[src/rtl/ptt_pkg.sv]
`timescale 1ns/1ps
package ptt_pkg;
    localparam int DATA_W = 32;
    localparam int ADDR_W = 2;
    localparam int LVL_W  = 8;

    typedef enum logic [ADDR_W-1:0] {
        REG_CTRL   = 2'd0,
        REG_RELOAD = 2'd1,
        REG_KEY    = 2'd2,
        REG_COUNT  = 2'd3
    } reg_sel_e;

    typedef struct packed {
        logic [LVL_W-1:0] level;
        logic             irq_en;
        logic             frz_en;
        logic             run_en;
    } ctrl_t;

    function automatic logic [15:0] pack_ctrl(input ctrl_t c, input logic status);
        return {c.level, status, 4'b0000, c.irq_en, c.frz_en, c.run_en};
    endfunction

    function automatic ctrl_t unpack_ctrl(input logic [15:0] w);
        ctrl_t c;
        c.level  = w[15:8];
        c.irq_en = w[2];
        c.frz_en = w[1];
        c.run_en = w[0];
        return c;
    endfunction
endpackage

[src/rtl/ptt_prescaler.sv]
`timescale 1ns/1ps
module ptt_prescaler #(
    parameter int DIV_FAST = 4,
    parameter int DIV_SLOW = 128
) (
    input  logic clk,
    input  logic rst,
    input  logic soft_rst,
    input  logic ext_tick,
    input  logic div_sel,
    output logic tick
);
    localparam int PW = $clog2(DIV_SLOW);

    logic [PW-1:0] phase;
    logic [PW-1:0] limit;

    always_comb limit = div_sel ? PW'(DIV_SLOW - 1) : PW'(DIV_FAST - 1);

    // a phase beyond the limit (after a ratio change) wraps at once
    assign tick = ext_tick && (phase >= limit);

    always_ff @(posedge clk) begin
        if (rst || soft_rst) begin
            phase <= '0;
        end else if (ext_tick) begin
            phase <= (phase >= limit) ? '0 : phase + 1'b1;
        end
    end

    // ticks are always separated by at least one idle cycle
    p_tick_gap_r9: assert property (@(posedge clk) disable iff (rst || soft_rst)
        tick |=> !tick);
endmodule

[src/rtl/ptt_counter.sv]
`timescale 1ns/1ps
module ptt_counter #(
    parameter int CNT_W = 16
) (
    input  logic             clk,
    input  logic             rst,
    input  logic             advance,
    input  logic             load,
    input  logic [CNT_W-1:0] load_val,
    input  logic [CNT_W-1:0] reload,
    output logic [CNT_W-1:0] count,
    output logic             expire
);
    logic at_zero;
    assign at_zero = (count == '0);
    assign expire  = advance && !load && at_zero;

    always_ff @(posedge clk) begin
        if (rst) begin
            count <= '0;
        end else if (load) begin
            count <= load_val;
        end else if (advance) begin
            count <= at_zero ? reload : count - 1'b1;
        end
    end

    p_reload_r1: assert property (@(posedge clk) disable iff (rst)
        advance && !load && count == '0 |=> count == $past(reload));
    p_step_r1: assert property (@(posedge clk) disable iff (rst)
        advance && !load && count != '0 |=> count == $past(count) - 1'b1);
    p_idle_hold_r2: assert property (@(posedge clk) disable iff (rst)
        !advance && !load |=> $stable(count));
    p_load_r3: assert property (@(posedge clk) disable iff (rst)
        load |=> count == $past(load_val));
endmodule

[src/rtl/ptt_regs.sv]
`timescale 1ns/1ps
module ptt_regs
    import ptt_pkg::*;
#(
    parameter int          CNT_W = 16,
    parameter logic [31:0] KEY   = 32'h55CC_AA33
) (
    input  logic              clk,
    input  logic              rst,
    input  logic              wr,
    input  logic              rd,
    input  logic [ADDR_W-1:0] addr,
    input  logic [DATA_W-1:0] wdata,
    input  logic [CNT_W-1:0]  count,
    input  logic              expire,
    output ctrl_t             ctrl,
    output logic              status,
    output logic [CNT_W-1:0]  reload,
    output logic              load,
    output logic [DATA_W-1:0] rdata
);
    reg_sel_e sel;
    logic     unlocked;
    logic     ctrl_wr;
    logic     key_wr;

    assign sel     = reg_sel_e'(addr);
    assign ctrl_wr = wr && (sel == REG_CTRL) && unlocked;
    assign key_wr  = wr && (sel == REG_KEY);
    assign load    = wr && (sel == REG_RELOAD);

    always_ff @(posedge clk) begin
        if (rst) begin
            unlocked <= 1'b0;
        end else if (key_wr) begin
            unlocked <= (wdata == KEY);
        end
    end

    always_ff @(posedge clk) begin
        if (rst) begin
            ctrl <= '0;
        end else if (ctrl_wr) begin
            ctrl <= unpack_ctrl(wdata[15:0]);
        end
    end

    // an expiry outranks a clear in the same cycle
    always_ff @(posedge clk) begin
        if (rst) begin
            status <= 1'b0;
        end else if (expire) begin
            status <= 1'b1;
        end else if (ctrl_wr && wdata[7]) begin
            status <= 1'b0;
        end
    end

    always_ff @(posedge clk) begin
        if (rst) begin
            reload <= '0;
        end else if (load) begin
            reload <= wdata[CNT_W-1:0];
        end
    end

    always_ff @(posedge clk) begin
        if (rst) begin
            rdata <= '0;
        end else if (rd) begin
            unique case (sel)
                REG_CTRL:   rdata <= DATA_W'(pack_ctrl(ctrl, status));
                REG_RELOAD: rdata <= DATA_W'(reload);
                REG_KEY:    rdata <= DATA_W'(unlocked);
                REG_COUNT:  rdata <= DATA_W'(count);
            endcase
        end
    end

    p_locked_ignore_r8: assert property (@(posedge clk) disable iff (rst)
        wr && sel == REG_CTRL && !unlocked |=> $stable(ctrl));
    p_bad_key_r8: assert property (@(posedge clk) disable iff (rst)
        key_wr && wdata != KEY |=> !unlocked);
    p_set_wins_r6: assert property (@(posedge clk) disable iff (rst)
        expire |=> status);
    p_write0_keeps_r6: assert property (@(posedge clk) disable iff (rst)
        ctrl_wr && !wdata[7] && status |=> status);
endmodule

[src/rtl/periodic_tick_timer.sv]
`timescale 1ns/1ps
module periodic_tick_timer
    import ptt_pkg::*;
#(
    parameter int          CNT_W    = 16,
    parameter int          DIV_FAST = 4,
    parameter int          DIV_SLOW = 128,
    parameter logic [31:0] KEY      = 32'h55CC_AA33
) (
    input  logic              clk,
    input  logic              rst,
    input  logic              soft_rst,
    input  logic              ext_tick,
    input  logic              div_sel,
    input  logic              freeze_in,
    input  logic              bus_wr,
    input  logic              bus_rd,
    input  logic [ADDR_W-1:0] bus_addr,
    input  logic [DATA_W-1:0] bus_wdata,
    output logic [DATA_W-1:0] bus_rdata,
    output logic              irq,
    output logic [LVL_W-1:0]  irq_level
);
    ctrl_t            ctrl;
    logic             status;
    logic [CNT_W-1:0] reload;
    logic [CNT_W-1:0] count;
    logic             load;
    logic             expire;
    logic             tick;
    logic             frozen;
    logic             advance;

    ptt_prescaler #(.DIV_FAST(DIV_FAST), .DIV_SLOW(DIV_SLOW)) u_div (
        .clk(clk), .rst(rst), .soft_rst(soft_rst),
        .ext_tick(ext_tick), .div_sel(div_sel), .tick(tick)
    );

    assign frozen  = ctrl.frz_en && freeze_in;
    assign advance = tick && ctrl.run_en && !frozen;

    ptt_counter #(.CNT_W(CNT_W)) u_cnt (
        .clk(clk), .rst(rst), .advance(advance), .load(load),
        .load_val(bus_wdata[CNT_W-1:0]), .reload(reload),
        .count(count), .expire(expire)
    );

    ptt_regs #(.CNT_W(CNT_W), .KEY(KEY)) u_regs (
        .clk(clk), .rst(rst), .wr(bus_wr), .rd(bus_rd), .addr(bus_addr),
        .wdata(bus_wdata), .count(count), .expire(expire),
        .ctrl(ctrl), .status(status), .reload(reload), .load(load),
        .rdata(bus_rdata)
    );

    assign irq       = status && ctrl.irq_en;
    assign irq_level = ctrl.level;

    p_freeze_hold_r11: assert property (@(posedge clk) disable iff (rst)
        frozen && !load |=> $stable(count));
    p_irq_drop_r10: assert property (@(posedge clk) disable iff (rst)
        $fell(status) |-> !irq);
    p_stopped_quiet_r2: assert property (@(posedge clk) disable iff (rst)
        !ctrl.run_en |-> !expire);
endmodule

[config.mk]
export PLATFORM = sky130hd
export DESIGN_NAME = periodic_tick_timer
export DESIGN_NICKNAME = d
export VERILOG_FILES = /design/src/rtl/ptt_pkg.sv /design/src/rtl/ptt_prescaler.sv /design/src/rtl/ptt_counter.sv /design/src/rtl/ptt_regs.sv /design/src/rtl/periodic_tick_timer.sv
export SDC_FILE = /design/constraint.sdc
export NUM_CORES = 1
export LEC_CHECK = 0
export ABC_AREA = 1
export BUFFER_PORTS_ARGS = -buffer_cell sky130_fd_sc_hd__buf_4
export CAP_MARGIN = 20
export CORE_ASPECT_RATIO = 1.75
export CORE_MARGIN = 1
export CORE_UTILIZATION = 55
export DETAILED_ROUTE_END_ITERATION = 8
export GPL_ROUTABILITY_DRIVEN = 0
export PLACE_DENSITY_LB_ADDON = 0.1
export SLEW_MARGIN = 20
export SYNTH_ARGS = -nofsm -noshare
export SYNTH_HDL_FRONTEND = slang
export SYNTH_SLANG_ARGS = --single-unit
[constraint.sdc]
create_clock -name clk -period 1.81 [get_ports clk]
set_input_delay 0.181 -clock clk [delete_from_list [all_inputs] [get_ports clk]]
set_output_delay 0.181 -clock clk [all_outputs]
set_load 0.01 [all_outputs]
==> flow_summary_export.csv <==
group,metric,value,unit
timing,worstMarginPinSlew,678.5,ps
synthesis,synth_seq_cells,68,
synthesis,yosysTopAreaCell,"dfxtp_1",
cts,clkTransAtPathRegs,50,ps
pwr,ir_worst_vdd,0.0005209,V
synthesis,synth_flop_cell,"dfxtp_1",
synthesis,synth_top_family_by_area,"simple AND/OR/NAND/NOR gates",
pwr,p_sw_share,28.99,%
setup_path,start_kind,"flop",
status,status,"complete, no violations",
finish,fillers,594,
job,drv_cap,0,
setup_path,crit_chain,"ha_1 > nand2_2 > nor2_2 > nand2_1 > nand3_4 > nand3_4 > buf_6 > nand3_1 > nand2_1 > nor2_1 > nor2_1",
drt,drtIter0Drc,312,
timing,clock_skew,4.435,ps
synthesis,synthXorXnorAreaFrac,1.779,%
synthesis,synth.area.mux_share,0.2541,%
synthesis,ys_seq_area_share,34.56,%
global_route,grt_pass1_wl,17940,um
finish,area_growth,23.41,%
timing,slew_headroom,54.71,%
synthesis,synth_area_per_cell,6.532,sq um
floorplanning,num_io_pins,83,
cts,cts_root_buffer,"clkbuf_16",
setup_path,end_kind,"flop",
setup_path,cp.required,2020,ps
pwr,p_seq_share,39.3,%
drt,drt_pass1_iterations,6,
cts,cts.path.max_buffers,2,
pwr,p_int,2858,uW
drt,drc_errors,0,
setup_path,r2r_slack,30,ps
pwr,p_switching,1167,uW
placed_design,io_buffers,66,
synthesis,synth_area,3939,sq um
cts,clock_latency,330,ps
placed_design,dp_slack,-90.20,ps
floorplanning,die-area,7517,sq um
floorplanning,die-height,114.0,um
finish,finalCoreUtilization,70.38,%
synthesis,synthAdderAreaFrac,2.541,%
finish,multi_input_area,2202,sq um
setup_path,path_class,"reg2reg",
global_route,grt_usage,31.24,%
setup_path,slowest_delay,330,ps
timing,fin_ws,30.22,ps
cts,numCtsBuffers,9,
global_route,grt_pass1_vias,3950,
setup_path,crit_arrival,1990,ps
floorplanning,core,6907,sq um
timing,hold-worst-slack,129.5,ps
cts,htree_num_levels,3,
cts,ctsHoldBuffers,0,
synthesis,yosysUniqueCellTypes,33,
drt,vias,4148,
synthesis,postSynthCellCount,603,
setup_path,worst-path-max-fanout,6,
pwr,p_leak,0.002313,uW
pwr,comb_power_share,21.4,%
synthesis,yosys.area_share.simple,36.98,%
synthesis,yosys-top-cells-area,"dfxtp_1 (35%), nand2_1 (16%), nor2_1 (9.2%)",
synthesis,synth_edf_count,0,
timing,finalSetupViolations,0,
cts,cts.sinks,68,
floorplanning,rows,40,
pwr,power_frac_clock,39.3,%
setup_path,crit_path_top_delay_cell,"dfxtp_1",
pwr,p_per_area,828.1,nW/um^2
placed_design,dp_hpwl,8432,um
timing,fin_crit_sh,98.33,%
setup_path,cp_num_buf_inv,1,
setup_path,crit_family,"simple AND/OR/NAND/NOR gates",
synthesis,ys_warn_count,0,
global_route,grt_overflow,0,
synthesis,synth_compound_area_share,11.91,%
pwr,total_power,4025,uW
timing,slew_violations,0,
drt,wirelength,11230,um
timing,finalHoldViolCount,0,
timing,fin_crit,1780,ps
drt,wl_per_cell,14.62,um
synthesis,async_flop_share,0,%
finish,seq_area,1363,sq um
global_route,grt_max_degree,31,
timing,max_freq,561.9,MHz
cts,tritoncts,"yes",
min_path,hold_path.class,"in2reg",
drt,drtAntennaViolNets,0,
floorplanning,start_util,57.03,%
finish,fin_nets,732,
global_route,antenna_found_initial,0,
drt,vias_per_cell,5.401,
floorplanning,die_w,65.97,um
finish,drive_gt1_share,21.05,%
synthesis,synth.top_cell.area_share,34.56,%
finish,diodes,0,
-- layout by cell type, fill, tap and decap left out, types with 2 or more instances in the layout --
master,n
a21oi_1,36
a31oi_1,8
a41oi_1,3
buf_4,95
clkbuf_16,9
clkbuf_8,2
conb_1,16
dfxtp_1,67
ha_1,8
inv_1,48
inv_2,4
nand2_1,164
nand2_2,6
nand3_1,37
nand3_2,5
nand3_4,2
nand3b_1,3
nand4_1,3
nor2_1,95
nor2_2,9
nor2_4,5
nor3_1,2
nor3b_1,2
nor4_1,2
o211ai_1,2
o21ai_0,31
o221ai_1,3
xor2_1,7
-- logic make-up (layout without fill, tap and decap cells) --
logic type,count (synthesis),after routing
flops,68,68
other cells,1,16
fa+ha+maj,8,8
compound gates,85,85
mux,1,1
xor+xnor,8,8
buf+inv,96,162
simple gates,336,336
-- power by group through the flow --
stage	combinational (uW)	clock (uW)	sequential, uW
after floorplan	565	0	1620
after global placement	833	0	1610
after detailed placement	841	0	1610
after CTS	849	1600	1580
after global routing	957	1660	1590
final	860	1580	1580
-- layout make-up --
cell class | instances | share of cell area (%)
Multi-Input combinational cell | 454 | 45.30
Sequential cell | 68 | 28.03
Timing Repair Buffer | 96 | 14.90
Clock buffer | 11 | 5.199
Inverter | 53 | 4.144
Tap cell | 84 | 2.162
Clock inverter | 2 | 0.2574
-- registers in the layout, summed over array words and instances, names as in the netlist --
register and count:
u_cnt.count 16, u_regs.reload 16, u_regs.ctrl 11, u_regs.rdata 16, u_regs.status 1, u_div.phase 7, u_regs.unlocked 1
-- worst register-to-register path: stages, from the launching register on --
cell	delay, ps
dfxtp_1	330
ha_1	310
nand2_2	90
nor2_2	130
nand2_1	110
nand3_4	120
nand3_4	130
buf_6	180
nand3_1	60
nand2_1	50
nor2_1	110
nor2_1	50
-- timing repair --
| item | CTS | global route |
|---|---|---|
| setup endpoints to repair | 7 | 18 |
| buffers inserted | 0 | 1 |
| pin swaps | 0 | 5 |
| resized for setup | 1 | 9 |
-- stage by stage --
step	setup TNS, ps	instance area, sq um	instances
after global routing	-71.48	4861	768
after detailed placement	-575.2	4544	754
final	0	4861	768
after global placement	-23.21	4544	754
after CTS	0	4817	767
after floorplan	0	3995	618
-- layer usage --
metal	part of all wire, %	track usage (%)
met3	6.2	6.100
met2	51	54.08
met4	3.9	14.61
met1	39	35.96
met5	0	0
-- final timing paths --
| kind | start | endpoint | depth (start not counted) |
|---|---|---|---|
| hold / removal | bus_wdata[9] | u_regs.ctrl[4] | 3 |
| setup / recovery | u_div.phase[6] | u_cnt.count[11] | 11 |
| hold reg to reg | u_cnt.count[0] | u_cnt.count[0] | 2 |
| setup reg to reg | u_div.phase[6] | u_cnt.count[11] | 11 |
-- Yosys cell counts (all sizes together), types with 2 or more instances --
cell type	count
nand3b	3
nor2	109
nor4	2
nand2	170
a41oi	3
nand4	4
clkbuf	12
a21oi	36
o21ai	31
buf	31
xor2	7
dfxtp	68
nor3	2
a31oi	8
inv	53
o221ai	3
nor3b	2
ha	8
nand3	44
o211ai	2
No activity file was read; power rests on OpenSTA's default activity.
